File: config.mk
export PLATFORM = sky130hd
export DESIGN_NAME = mem_scrub_ctrl
export DESIGN_NICKNAME = d
export VERILOG_FILES = /design/src/rtl/scrub_pkg.sv /design/src/rtl/scrub_rst_sync.sv /design/src/rtl/scrub_timer.sv /design/src/rtl/scrub_addr_gen.sv /design/src/rtl/scrub_seq.sv /design/src/rtl/mem_scrub_ctrl.sv
export SDC_FILE = /design/constraint.sdc
export NUM_CORES = 1
export LEC_CHECK = 0
export BUFFER_PORTS_ARGS = -buffer_cell sky130_fd_sc_hd__buf_2
export CAP_MARGIN = 20
export CORE_MARGIN = 1
export CORE_UTILIZATION = 30
export DETAILED_ROUTE_END_ITERATION = 10
export PLACE_DENSITY = 0.52
export RECOVER_POWER = 25
export SLEW_MARGIN = 20
export SYNTH_ARGS = -nofsm -noshare
export SYNTH_HDL_FRONTEND = slang
export SYNTH_SLANG_ARGS = --single-unit
File: constraint.sdc
create_clock -name clk -period 2.25 [get_ports clk]
set_clock_uncertainty 0.05 [all_clocks]
set_input_delay 0.1125 -clock clk [delete_from_list [all_inputs] [get_ports clk]]
set_output_delay 0.1125 -clock clk [all_outputs]
set_load 0.05 [all_outputs]
File: src/rtl/scrub_pkg.sv
package scrub_pkg;

  typedef enum logic [1:0] {
    SC_IDLE  = 2'd0,
    SC_READ  = 2'd1,
    SC_WRITE = 2'd2
  } scrub_phase_e;

endpackage

File: src/rtl/scrub_rst_sync.sv
module scrub_rst_sync (
  input  logic clk,
  input  logic rst_n,
  output logic rst_n_sync
);

  logic [1:0] sync_q;

  always_ff @(posedge clk or negedge rst_n) begin
    if (!rst_n) sync_q <= 2'b00;
    else        sync_q <= {sync_q[0], 1'b1};
  end

  assign rst_n_sync = sync_q[1];

endmodule

File: src/rtl/scrub_timer.sv
module scrub_timer #(
  parameter int PW = 16
) (
  input  logic          clk,
  input  logic          rst_n,
  input  logic          cfg_wr,
  input  logic [PW-1:0] cfg_period,
  output logic          tick,
  output logic          period_zero
);

  logic [PW-1:0] period_q, period_d;
  logic [PW-1:0] cnt_q, cnt_d;
  logic          period_en, cnt_en;

  // next-state
  always_comb begin
    period_zero = (period_q == '0);
    tick        = !period_zero && (cnt_q == period_q - 1'b1);
    period_en   = cfg_wr;
    period_d    = cfg_period;
    cnt_en      = cfg_wr || !period_zero;
    if (cfg_wr)    cnt_d = '0;
    else if (tick) cnt_d = '0;
    else           cnt_d = cnt_q + 1'b1;
  end

  // registers
  always_ff @(posedge clk or negedge rst_n) begin
    if (!rst_n) begin
      period_q <= '0;
      cnt_q    <= '0;
    end else begin
      if (period_en) period_q <= period_d;
      if (cnt_en)    cnt_q    <= cnt_d;
    end
  end

  // the cycle counter never runs past the programmed period
  a_r5_count_bound: assert property (@(posedge clk) disable iff (!rst_n)
    (period_q != '0) |-> (cnt_q < period_q));

  // a zero period holds the counter still
  a_r8_idle_counter: assert property (@(posedge clk) disable iff (!rst_n)
    ($past(period_q) == '0 && !$past(cfg_wr)) |-> $stable(cnt_q));

endmodule

File: src/rtl/scrub_addr_gen.sv
module scrub_addr_gen #(
  parameter int NUM_CW = 1024,
  parameter int AW     = 10
) (
  input  logic          clk,
  input  logic          rst_n,
  input  logic          adv,
  output logic [AW-1:0] addr
);

  localparam logic [AW-1:0] LAST = AW'(NUM_CW - 1);

  logic [AW-1:0] addr_q, addr_d;

  always_comb begin
    if (addr_q == LAST) addr_d = '0;
    else                addr_d = addr_q + 1'b1;
  end

  always_ff @(posedge clk or negedge rst_n) begin
    if (!rst_n)   addr_q <= '0;
    else if (adv) addr_q <= addr_d;
  end

  assign addr = addr_q;

  // address stays inside the codeword range
  a_r7_addr_in_range: assert property (@(posedge clk) disable iff (!rst_n)
    addr_q <= LAST);

  // wrap after the last codeword
  a_r7_wrap_to_zero: assert property (@(posedge clk) disable iff (!rst_n)
    (adv && addr_q == LAST) |=> (addr_q == '0));

endmodule

File: src/rtl/scrub_seq.sv
module scrub_seq
  import scrub_pkg::*;
#(
  parameter int AW = 10
) (
  input  logic          clk,
  input  logic          rst_n,
  input  logic          tick,
  input  logic          period_zero,
  input  logic          usr_req,
  input  logic          usr_we,
  input  logic [AW-1:0] usr_addr,
  input  logic [AW-1:0] scrub_addr,
  input  logic          cdc_done,
  output logic          usr_ready,
  output logic          scrub_en,
  output logic          cdc_req,
  output logic          cdc_we,
  output logic [AW-1:0] cdc_addr,
  output logic          adv
);

  scrub_phase_e state_q, state_d;
  logic         busy_q, busy_d;
  logic         pend_q, pend_d;
  logic         start;

  // next-state
  always_comb begin
    state_d = state_q;
    busy_d  = busy_q;
    adv     = 1'b0;
    start   = 1'b0;
    unique case (state_q)
      SC_IDLE: begin
        start = pend_q && !busy_q;
        if (start) state_d = SC_READ;
        if (busy_q) begin
          if (cdc_done) busy_d = 1'b0;
        end else if (usr_req && !pend_q && !cdc_done) begin
          busy_d = 1'b1;
        end
      end
      SC_READ: begin
        if (cdc_done) state_d = SC_WRITE;
      end
      SC_WRITE: begin
        if (cdc_done) begin
          state_d = SC_IDLE;
          adv     = 1'b1;
        end
      end
      default: state_d = SC_IDLE;
    endcase
    if (period_zero) pend_d = 1'b0;
    else if (tick)   pend_d = 1'b1;
    else if (start)  pend_d = 1'b0;
    else             pend_d = pend_q;
  end

  // registers
  always_ff @(posedge clk or negedge rst_n) begin
    if (!rst_n) begin
      state_q <= SC_IDLE;
      busy_q  <= 1'b0;
      pend_q  <= 1'b0;
    end else begin
      state_q <= state_d;
      busy_q  <= busy_d;
      pend_q  <= pend_d;
    end
  end

  // outputs: bus ownership mux
  always_comb begin
    usr_ready = (state_q == SC_IDLE) && !pend_q;
    scrub_en  = (state_q != SC_IDLE);
    if (scrub_en) begin
      cdc_req  = 1'b1;
      cdc_we   = (state_q == SC_WRITE);
      cdc_addr = scrub_addr;
    end else begin
      cdc_req  = usr_req && (usr_ready || busy_q);
      cdc_we   = usr_we;
      cdc_addr = usr_addr;
    end
  end

  // user is held off for the whole scrub
  a_r1_ready_low_in_scrub: assert property (@(posedge clk) disable iff (!rst_n)
    scrub_en |-> !usr_ready);

  // an unaccepted user request never reaches the codec
  a_r3_user_gated: assert property (@(posedge clk) disable iff (!rst_n)
    (!scrub_en && !usr_ready && !busy_q) |-> !cdc_req);

  // read completion is followed by the write-back
  a_r4_read_then_write: assert property (@(posedge clk) disable iff (!rst_n)
    (scrub_en && !cdc_we && cdc_done) |=> (scrub_en && cdc_we && cdc_req));

  // address held across the read and write of one scrub
  a_r4_same_addr: assert property (@(posedge clk) disable iff (!rst_n)
    (scrub_en && $past(scrub_en)) |-> $stable(cdc_addr));

  // no seizure while a user access is in flight
  a_r6_no_seize_busy: assert property (@(posedge clk) disable iff (!rst_n)
    $rose(scrub_en) |-> !$past(busy_q));

  // bus released one cycle after write-back done
  a_r9_release: assert property (@(posedge clk) disable iff (!rst_n)
    (scrub_en && cdc_we && cdc_done) |=> !scrub_en);

endmodule

File: src/rtl/mem_scrub_ctrl.sv
module mem_scrub_ctrl #(
  parameter  int NUM_CW = 1024,
  parameter  int PW     = 16,
  localparam int AW     = (NUM_CW > 1) ? $clog2(NUM_CW) : 1
) (
  input  logic          clk,
  input  logic          rst_n,
  input  logic          cfg_wr,
  input  logic [PW-1:0] cfg_period,
  input  logic          usr_req,
  input  logic          usr_we,
  input  logic [AW-1:0] usr_addr,
  output logic          usr_ready,
  output logic          scrub_en,
  output logic          cdc_req,
  output logic          cdc_we,
  output logic [AW-1:0] cdc_addr,
  input  logic          cdc_done
);

  logic          rst_n_s;
  logic          tick;
  logic          period_zero;
  logic          adv;
  logic [AW-1:0] scrub_addr;

  scrub_rst_sync u_rst (
    .clk        (clk),
    .rst_n      (rst_n),
    .rst_n_sync (rst_n_s)
  );

  scrub_timer #(.PW(PW)) u_timer (
    .clk         (clk),
    .rst_n       (rst_n_s),
    .cfg_wr      (cfg_wr),
    .cfg_period  (cfg_period),
    .tick        (tick),
    .period_zero (period_zero)
  );

  scrub_addr_gen #(.NUM_CW(NUM_CW), .AW(AW)) u_addr (
    .clk   (clk),
    .rst_n (rst_n_s),
    .adv   (adv),
    .addr  (scrub_addr)
  );

  scrub_seq #(.AW(AW)) u_seq (
    .clk         (clk),
    .rst_n       (rst_n_s),
    .tick        (tick),
    .period_zero (period_zero),
    .usr_req     (usr_req),
    .usr_we      (usr_we),
    .usr_addr    (usr_addr),
    .scrub_addr  (scrub_addr),
    .cdc_done    (cdc_done),
    .usr_ready   (usr_ready),
    .scrub_en    (scrub_en),
    .cdc_req     (cdc_req),
    .cdc_we      (cdc_we),
    .cdc_addr    (cdc_addr),
    .adv         (adv)
  );

endmodule

---- Yosys cells after proc, flatten, opt, wreduce, memory -nomap -nowiden ----
Index checks and enable logic that the tools add are counted.
storage, ports and cells
  register bits ........................... 48
  input port bits ......................... 32
  output and inout bits ................... 14
  word-level logic and storage cells ...... 53
operators by class
  add/sub/neg operators ................... 3
  equality and inequality tests ........... 7
  mux-type cells .......................... 19
  reductions and logical operators ........ 17
operators with widths
  kind                                                    number
  2-to-1 mux 16 bit                                       2
  2-to-1 mux 10 bit                                       2
  adder 16 x 1 -> 16 bit (second input constant)          1
  equality test 16 bit                                    1
  logical NOT 16 bit                                      1
  subtractor 16 x 1 -> 16 bit (second input constant)     1
  2-to-1 mux 1 bit                                        11
  adder 10 x 1 -> 10 bit (second input constant)          1
  equality test 10 bit (second input constant)            1
  logical AND 1 bit                                       6
  2-to-1 mux 2 bit                                        3
  case mux 2 bit (3 select lines)                         1
  logical NOT 1 bit                                       4
  inequality test 2 bit (second input constant)           2
  AND reduction 3 bit                                     1
  nonzero test 3 bit                                      1
  equality test 2 x 1 -> 1 bit (second input constant)    1
  equality test 2 bit (second input constant)             1
  logical NOT 2 bit                                       1
  logical OR 1 bit                                        2
  inequality test 2 x 1 -> 1 bit (second input constant)  1
  nonzero test 2 bit                                      1

---- Longest topological paths before layout ----
Gate-level depths: netlist of run 1.
  word-level depth ........................ 6
  mapped depth ............................ 11
  depth with buffers taken out ............ 10

---- Modules after synthesis ----
Synthesis of run 1 repeated with hierarchy kept, for this count alone.
second synthesis, totals
  cells, all modules ...................... 305
  area total of the unflattened synthesis .. 3055.4 um^2
by module, submodules not included
  module          instances  cells each  area each (um^2)  seq. area each (um^2)
  scrub_timer     1          219         2115.8            800.8
  scrub_addr_gen  1          46          508.0             250.2
  scrub_seq       1          37          377.9             100.1
  scrub_rst_sync  1          3           53.8              50.0

---- Worst setup path before layout of run 1 ----
OpenSTA, ideal clock, no wires.
  path kind ............................... register to register
  start ................................... register u_timer.period_q[0]
  end ..................................... register u_timer.cnt_q[6]
  setup time .............................. 0.124 ns
  arrival ................................. 2.494 ns
  required time ........................... 2.076 ns
  path slack .............................. -0.418 ns
  stages on the path, launching flop included .. 10
  buffers on the path ..................... 0
  clock period less this slack ............ 2.668 ns
  cells stage by stage .................... dfrtp_1 -> inv_1 -> ha_1 -> nor2b_1 -> nand2_1 -> a211o_1 -> or4_4 -> o41ai_4 -> nor2_1 -> a211o_1
between the ends
  longest elaborated chain between the ends .. 5
  elaborated cells on any way between the ends .. 8
  those cells by class .................... 1 x add/sub; 1 x eq/ne; 2 x mux; 4 x reduce/logical
ends and longest elaborated chain
  what                                                               RTL line                              RTL
  start: declaration                                                 scrub_timer.sv:12                     logic [PW-1:0] period_q, period_d;
  start signal: assignment                                           scrub_timer.sv:34                     if (period_en) period_q <= period_d;
  subtractor 16 x 1 -> 16 bit or logical NOT 16 bit (tied branches)  scrub_timer.sv:19, scrub_timer.sv:18
  equality test 16 bit or logical NOT 1 bit (tied branches)          scrub_timer.sv:19, scrub_timer.sv:22
  logical AND 1 bit                                                  scrub_timer.sv:19                     tick = !period_zero && (cnt_q == period_q - 1'b1);
  2-to-1 mux 16 bit                                                  scrub_timer.sv:24                     else if (tick) cnt_d = '0;
  2-to-1 mux 16 bit                                                  scrub_timer.sv:23                     if (cfg_wr) cnt_d = '0;
  end signal: assignment                                             scrub_timer.sv:35                     if (cnt_en) cnt_q <= cnt_d;
  end: declaration                                                   scrub_timer.sv:13                     logic [PW-1:0] cnt_q, cnt_d;
Several ways; a longest one is shown, not always the timed one.
A chain may end at the register's enable or synchronous reset.

---- Final worst setup path of run 1 ----
  start ................................... register u_timer.period_q[1]
  end ..................................... register u_timer.cnt_q[6]
Same word-level chain as after synthesis.

==> insert_results.sql, run 1 <==
INSERT INTO impl_metrics (metric_group, metric, value, unit) VALUES
('global_routing', 'aggregate_global_route_resource_usage', '14.0', '%'),
('sta', 'max_freq', '381', 'MHz'),
('pwr', 'power.ir.vdd_worst', '0.000260', 'V'),
('drt', 'route.met2.wl', '3.09', 'mm'),
('synth', 'syn-num-nets', '325', ''),
('sta', 'timing.final.crit_period', '2630', 'ps'),
('layout', 'antennaDiodeCount', '0', ''),
('sta', 'number_of_setup_violations_in_the_final_report', '17', ''),
('synth', 'synth_top_cell_area_share', '42.0', '%'),
('synth', 'synth_edf_count', '0', ''),
('sta', 'setup_slack', '-377', 'ps'),
('place', 'hpwl', '4.90', 'mm'),
('die', 'design.core.area', '0.00924', 'mm^2'),
('synth', 'synth_top_cells_by_area', 'sky130_fd_sc_hd__dfrtp_1 (42%), sky130_fd_sc_hd__mux2_2 (9.9%), sky130_fd_sc_hd__xnor2_1 (5.5%), sky130_fd_sc_hd__xor2_1 (5.2%), sky130_fd_sc_hd__nor2_1 (4.2%)', ''),
('synth', 'syn_area_per_cell', '9.85', 'um^2'),
('pwr', 'power.density', '485', 'mW/mm^2'),
('synth', 'netlist-cell-type-count', '51', ''),
('synth', 'netlist_area', '0.00286', 'mm^2'),
('drt', 'detail_route.wl_per_cell', '12.4', 'um'),
('cts', 'cts_inserted_buffers', '5', ''),
('worst_setup_path', 'critical_path.endpoint', 'u_timer.cnt_q[6]$_DFFE_PN0P_', ''),
('drt', 'drtIter0Drc', '82', ''),
('die', 'fp.dieW', '99.6', 'um'),
('worst_setup_path', 'crit_path_max_fanout', '6', ''),
('cts', 'path_clk_slew', '90', 'ps'),
('die', 'die_span_in_y', '99.6', 'um'),
('drt', 'first_pass_iters', '4', ''),
('drt', 'avgViaCountPerCell', '4.60', ''),
('synth', 'synth-warning-count', '0', ''),
('die', 'die-area', '0.00992', 'mm^2'),
('layout', 'finish.net_count', '444', ''),
('worst_setup_path', 'cp_slowest_cell', 'sky130_fd_sc_hd__or4_4', ''),
('worst_setup_path', 'crit_required', '2390', 'ps'),
('worst_setup_path', 'setup.worst_path.end_class', 'flop', ''),
('drt', 'detail_route.drc_violations', '0', ''),
('drt', 'met1_length', '3.27', 'mm'),
('drt', 'route.vias.total', '2481', ''),
('cts', 'clock-root-buffer', 'sky130_fd_sc_hd__clkbuf_8', ''),
('layout', 'syn2layout_area_growth', '41.3', '%'),
('synth', 'most_common_flop_cell_mapped_by_yosys', 'sky130_fd_sc_hd__dfrtp_1', ''),
('place', 'io_buffers', '45', ''),
('worst_setup_path', 'worst_r2r_endpoint', 'u_timer.cnt_q[6]$_DFFE_PN0P_', ''),
('sta', 'rsz_0062_raised_after_global_routing', 'yes', ''),
('sta', 'post-route-period-util', '117', '%'),
('worst_setup_path', 'start_kind', 'flop', ''),
('cts', 'cts_tree', 'built', ''),
('cts', 'cts_htree_levels', '2', ''),
('worst_setup_path', 'critical_path.cell_chain', 'buf_6, nor3_4, buf_4, nand2_1, xnor2_1, a211o_1, or4_4, o41ai_4, buf_4, nor2_1, a211o_1', ''),
('status', 'failing_checks', 'setup timing', ''),
('worst_setup_path', 'regToRegStartpoint', 'u_timer.period_q[1]$_DFFE_PN0P_', ''),
('die', 'initial_standard_cell_utilization_of_the_core', '30.9', '%'),
('pwr', 'power.leakage', '1.86', 'nW'),
('min_path', 'worstHoldPathType', 'primary input to flop', ''),
('worst_setup_path', 'crit_start', 'u_timer.period_q[1]$_DFFE_PN0P_', ''),
('sta', 'relSlewSlack', '46.4', '%'),
('drt', 'wl_met3', '287', 'um'),
('place', 'place_inst', '503', ''),
('synth', 'syn_inst', '290', ''),
('drt', 'postRouteAntennaNets', '0', ''),
('cts', 'max-clock-path-buffers', '2', ''),
('worst_setup_path', 'crit_type', 'flop to flop', ''),
('global_routing', 'grt_antenna_before_repair', '0', ''),
('place', 'finalWeightedCongestion', '0.835', ''),
('die', 'io_pins', '46', ''),
('drt', 'top_layer', 'met4', ''),
('synth', 'synth.largest_area_cell', 'sky130_fd_sc_hd__dfrtp_1', ''),
('synth', 'ys_seq_area_share', '42.0', '%'),
('flow_run', 'max_cap_viol_count', '0', ''),
('global_routing', 'grt_pass1_vias', '2412', ''),
('worst_setup_path', 'critical_path.max_stage_delay', '440', 'ps'),
('status', 'run_status', 'finished with violations', '');
[how the worst min path moves through the flow]
stage,depth (start not counted),to
6_report,3,u_seq.busy_q$_DFFE_PN0P_
5_1_grt,3,u_seq.busy_q$_DFFE_PN0P_
4_1_cts,3,u_seq.busy_q$_DFFE_PN0P_
3_5_place_dp,1,u_rst.sync_q[0]$_DFF_PN0_
3_3_place_gp,1,u_rst.sync_q[0]$_DFF_PN0_
2_1_floorplan,0,u_rst.sync_q[0]$_DFF_PN0_
[what timing repair did]
item                       CTS  global route
hold endpoints to repair    19             0
gates resized for setup     13            10
pin swaps                   10             5
setup endpoints to repair   17            17
setup buffers                8             3
hold buffers                18             0
[through the flow]
| stage | TNS (ps) | worst slack (ps) | cell area (um^2) | power [mW] |
|---|---|---|---|---|
| floorplan | -3450 | -264 | 2890 | 1.21 |
| global placement | -5610 | -410 | 3610 | 1.36 |
| detailed placement | -6510 | -468 | 3610 | 1.37 |
| CTS | -4750 | -360 | 3990 | 1.97 |
| global route | -7100 | -508 | 4040 | 2.06 |
| finish | -5060 | -377 | 4040 | 1.96 |
[critical path: cells and delay by family, from the launching register on]
kind	cells	cell delay, ps
AND/OR/NAND/NOR	4	730
AO/OA/AOI/OAI	3	720
buffers and inverters	3	470
flip-flops	1	420
XOR/XNOR	1	120
[Yosys cell counts (5+ instances only)]
| library cell | number |
|---|---|
| sky130_fd_sc_hd__a21oi_1 | 5 |
| sky130_fd_sc_hd__dfrtp_1 | 48 |
| sky130_fd_sc_hd__nor2_1 | 32 |
| sky130_fd_sc_hd__and3_1 | 10 |
| sky130_fd_sc_hd__a21o_1 | 5 |
| sky130_fd_sc_hd__nor3_1 | 5 |
| sky130_fd_sc_hd__inv_1 | 7 |
| sky130_fd_sc_hd__o21ai_0 | 5 |
| sky130_fd_sc_hd__xnor2_1 | 18 |
| sky130_fd_sc_hd__nand3_1 | 11 |
| sky130_fd_sc_hd__xor2_1 | 17 |
| sky130_fd_sc_hd__nor4_1 | 6 |
| sky130_fd_sc_hd__nand2_1 | 30 |
| sky130_fd_sc_hd__mux2_2 | 25 |
[cell type report]
cell class                 count  area [um^2]
sequential                    48         1200
timing repair buffer         121          856
inverter                       7         26.3
tap                          129          161
clock inverter                 2         10.0
fill                         921         5200
clock buffer                   6         82.6
multi-input combinational    226         1700
[cells by family after synthesis]
group / share of synthesized area [%]
and+or+nand+nor: 23.6
DFF: 42.0
AOI/OAI and AO/OA: 9.33
xor gates and xnor gates: 10.7
muxes: 10.6
buffers and inverters: 2.32
adders and majority gates: 1.31
other: 0.131
[per-layer routing]
layer  vias up  global-route usage, %
li1       1263                      -
met1      1156                   18.6
met2        56                   24.0
met3         6                   2.39
met4         0                   3.17
met5         -                      0
[sequential cells by signal, summed over array words and instances (netlist names)]
signal / cells
u_seq.busy_q: 1
u_timer.period_q: 16
u_rst.sync_q: 2
u_seq.pend_q: 1
u_addr.addr: 10
u_timer.cnt_q: 16
u_seq.state_q: 2
[report_power, final]
| part | internal, mW | switching, mW | total (mW) |
|---|---|---|---|
| sequential | 0.905 | 0.0536 | 0.959 |
| combinational | 0.238 | 0.218 | 0.456 |
| clock | 0.246 | 0.296 | 0.542 |
| total | 1.39 | 0.567 | 1.96 |
[placed cells by master, fill, tap and decap left out, types with 4 or more instances in the layout]
cell type / synthesis / routed
sky130_fd_sc_hd__dfrtp_1: 48 / 45
sky130_fd_sc_hd__and3_1: 10 / 10
sky130_fd_sc_hd__a21o_1: 5 / 5
sky130_fd_sc_hd__nand2_1: 30 / 29
sky130_fd_sc_hd__dlygate4sd3_1: 0 / 18
sky130_fd_sc_hd__buf_2: 2 / 44
sky130_fd_sc_hd__inv_1: 7 / 5
sky130_fd_sc_hd__nand3_1: 11 / 10
sky130_fd_sc_hd__buf_4: 1 / 52
sky130_fd_sc_hd__buf_6: 0 / 5
sky130_fd_sc_hd__xor2_1: 17 / 17
sky130_fd_sc_hd__o21ai_0: 5 / 4
sky130_fd_sc_hd__clkbuf_8: 0 / 6
sky130_fd_sc_hd__nand4_1: 4 / 4
sky130_fd_sc_hd__a21oi_1: 5 / 5
sky130_fd_sc_hd__mux2_2: 25 / 25
sky130_fd_sc_hd__o22ai_1: 4 / 4
sky130_fd_sc_hd__nor3_1: 5 / 5
sky130_fd_sc_hd__xnor2_1: 18 / 17
sky130_fd_sc_hd__nor2_1: 32 / 32
Power figures use the tool's default switching activity.
==> run 2: changes to the inputs <==
GPL_TIMING_DRIVEN = 0   (was not set)
==> insert_results.sql, run 2 (synthesized netlist as in run 1, its figures left out) <==
INSERT INTO impl_metrics (metric_group, metric, value, unit) VALUES
('drt', 'top_layer', 'met4', ''),
('layout', 'fillerInstances', '940', ''),
('sta', 'hold-worst-slack', '49.5', 'ps'),
('status', 'failing_checks', 'setup timing', ''),
('place', 'finalWeightedCongestion', '0.785', ''),
('drt', 'wl_met3', '301', 'um'),
('cts', 'cts_inserted_buffers', '5', ''),
('sta', 'rsz_0062_raised_after_global_routing', 'yes', ''),
('place', 'place_inst', '465', ''),
('cts', 'clock_insertion_delay_worst_skew', '300', 'ps'),
('worst_setup_path', 'worst_ep_arrival_time', '2830', 'ps'),
('layout', 'finalInstanceArea', '0.00378', 'mm^2'),
('status', 'run_status', 'finished with violations', ''),
('drt', 'detail_route.wl_per_cell', '12.8', 'um'),
('cts', 'max-clock-path-buffers', '2', ''),
('worst_setup_path', 'setup.worst_path.end_class', 'flop', ''),
('worst_setup_path', 'cp_slowest_cell', 'sky130_fd_sc_hd__dfrtp_1', ''),
('pwr', 'power_after_layout', '1.89', 'mW'),
('die', 'design.core.area', '0.00924', 'mm^2'),
('drt', 'met1_length', '3.07', 'mm'),
('sta', 'relSlewSlack', '39.5', '%'),
('min_path', 'worstHoldPathType', 'primary input to flop', ''),
('worst_setup_path', 'critical_path.max_stage_delay', '360', 'ps'),
('drt', 'detail_route.drc_violations', '0', ''),
('die', 'initial_standard_cell_utilization_of_the_core', '30.9', '%'),
('cts', 'path_clk_slew', '90', 'ps'),
('cts', 'cts_tree', 'built', ''),
('sta', 'post-route-period-util', '119', '%'),
('sta', 'finalHoldViolations', '0', ''),
('worst_setup_path', 'crit_type', 'flop to flop', ''),
('worst_setup_path', 'critical_path.cell_chain', 'buf_4, nor4_4, nand4_1, xnor2_2, or3_1, nor4_1, nor4b_4, buf_4, nor4b_1, a21o_1', ''),
('place', 'dpl_cell_area', '0.00329', 'mm^2'),
('pwr', 'power.ir.vdd_worst', '0.000233', 'V'),
('layout', 'antennaDiodeCount', '0', ''),
('drt', 'detail_route.wirelength', '6.46', 'mm'),
('sta', 'tightestPinTransition', '907', 'ps'),
('drt', 'drtIter0Drc', '69', ''),
('drt', 'first_pass_iters', '5', ''),
('worst_setup_path', 'crit_required', '2400', 'ps'),
('sta', 'setup_slack', '-428', 'ps'),
('die', 'io_pins', '46', ''),
('worst_setup_path', 'start_kind', 'flop', ''),
('layout', 'regArea', '0.00121', 'mm^2'),
('layout', 'layout_common_cells', 'sky130_fd_sc_hd__buf_2 (44), sky130_fd_sc_hd__dfrtp_1 (42), sky130_fd_sc_hd__nor2_1 (32), sky130_fd_sc_hd__nand2_1 (29), sky130_fd_sc_hd__mux2_2 (25)', ''),
('place', 'io_buffers', '45', ''),
('die', 'die_span_in_y', '99.6', 'um'),
('pwr', 'power.density', '500', 'mW/mm^2'),
('die', 'rows', '35', ''),
('worst_setup_path', 'critical-path-top-delay-family', 'simple AND/OR/NAND/NOR gates', ''),
('place', 'hpwl', '4.60', 'mm'),
('die', 'die-area', '0.00992', 'mm^2'),
('sta', 'number_of_setup_violations_in_the_final_report', '17', ''),
('drt', 'route.met2.wl', '2.94', 'mm'),
('global_routing', 'grt_pass1_wl', '10.7', 'mm'),
('layout', 'finish.net_count', '411', ''),
('die', 'fp.dieW', '99.6', 'um'),
('layout', 'commonest_non_fill_non_tap_cell_in_the_layout', 'sky130_fd_sc_hd__buf_2', ''),
('sta', 'timing.final.crit_period', '2680', 'ps'),
('layout', 'layout-drive-gt1-share', '34.0', '%'),
('layout', 'stdcell_count', '506', ''),
('sta', 'finalMaxSlewViolations', '0', ''),
('global_routing', 'aggregate_global_route_resource_usage', '13.6', '%'),
('global_routing', 'grt_pass1_vias', '2235', ''),
('global_routing', 'grt_antenna_before_repair', '0', ''),
('pwr', 'power.leakage', '1.67', 'nW'),
('flow_run', 'max_cap_viol_count', '0', ''),
('worst_setup_path', 'cell_repeated_most_along_the_worst_path', 'sky130_fd_sc_hd__buf_4', ''),
('drt', 'postRouteAntennaNets', '0', ''),
('global_routing', 'largest_net_degree_at_the_start_of_global_routing', '27', ''),
('global_routing', 'leftover_overflow_at_the_end_of_global_routing', '0', ''),
('layout', 'syn2layout_area_growth', '32.4', '%'),
('drt', 'avgViaCountPerCell', '4.70', ''),
('cts', 'clock-root-buffer', 'sky130_fd_sc_hd__clkbuf_8', ''),
('worst_setup_path', 'critical_path_buf_inv_count', '2', ''),
('cts', 'cts.sinks', '48', ''),
('cts', 'cts_htree_levels', '2', ''),
('drt', 'route.vias.total', '2377', ''),
('layout', 'multi_input_comb_area', '0.00170', 'mm^2'),
('sta', 'max_freq', '373', 'MHz'),
('worst_setup_path', 'crit_path_max_fanout', '9', '');
==> run 2: changes by cell type in the layout (fill, tap and decap cells not counted), moves of 3 or more <==
cell	delta
sky130_fd_sc_hd__nor4_2	-3
sky130_fd_sc_hd__buf_4	-37
sky130_fd_sc_hd__dfrtp_1	-3
sky130_fd_sc_hd__dfrtp_2	+3
sky130_fd_sc_hd__clkbuf_1	+3
==> run 2: where the power goes <==
part | internal, mW | switching (mW)
registers | 0.906 | 0.0730
logic | 0.189 | 0.189
clock network | 0.246 | 0.289
==> run 2: tightest hold or removal path: cells and delay by family <==
| kind | cells | cell delay (ps) |
|---|---|---|
| compound gates | 2 | 160 |
| buf+inv | 1 | 90 |
==> run 2: through the flow <==
step | util, % | TNS [ps] | setup WS, ps
final | 40.9 | -5830 | -428
after global routing | 40.9 | -7920 | -525
after CTS | 40.9 | -5180 | -370
after detailed placement | 35.6 | -9060 | -730
after global placement | 35.4 | -8760 | -671
after floorplan | - | -3450 | -264
==> run 2: cell type report <==
class | instances | area share (%)
buffer | 9 | 1.32
clock buffer | 6 | 2.18
clock inverter | 2 | 0.265
inverter | 7 | 0.695
multi-input combinational | 226 | 44.9
sequential | 48 | 32.0
tap | 129 | 4.27
timing repair buffer | 79 | 14.4
==> run 2: layer usage <==
metal | up-vias | GRT usage [%]
li1 | 1194 | -
met1 | 1101 | 17.8
met2 | 68 | 22.2
met3 | 14 | 2.46
met4 | 0 | 5.54
met5 | - | 0
==> run 2: final timing paths <==
path,from,end,slack (ps),cells after the start
setup / recovery,u_timer.period_q[6]$_DFFE_PN0P_,u_timer.cnt_q[5]$_DFFE_PN0P_,-430,10
hold / removal,usr_req,u_seq.busy_q$_DFFE_PN0P_,50,3
setup reg to reg,u_timer.period_q[6]$_DFFE_PN0P_,u_timer.cnt_q[5]$_DFFE_PN0P_,-430,10
hold reg to reg,u_rst.sync_q[0]$_DFF_PN0_,u_rst.sync_q[1]$_DFF_PN0_,310,0
max in group asynchronous,u_rst.sync_q[1]$_DFF_PN0_,u_timer.period_q[12]$_DFFE_PN0P_,1170,1
min in group asynchronous,rst_n,u_rst.sync_q[1]$_DFF_PN0_,60,2
==> run 2: what timing repair did <==
action / 4_1_cts / 5_1_grt
setup endpoints to repair: 17 / 25
hold endpoints to repair: 20 / 0
pin swaps: 10 / 1
buffers inserted: 14 / 1
gates resized for setup: 24 / 2
hold buffers: 18 / 0
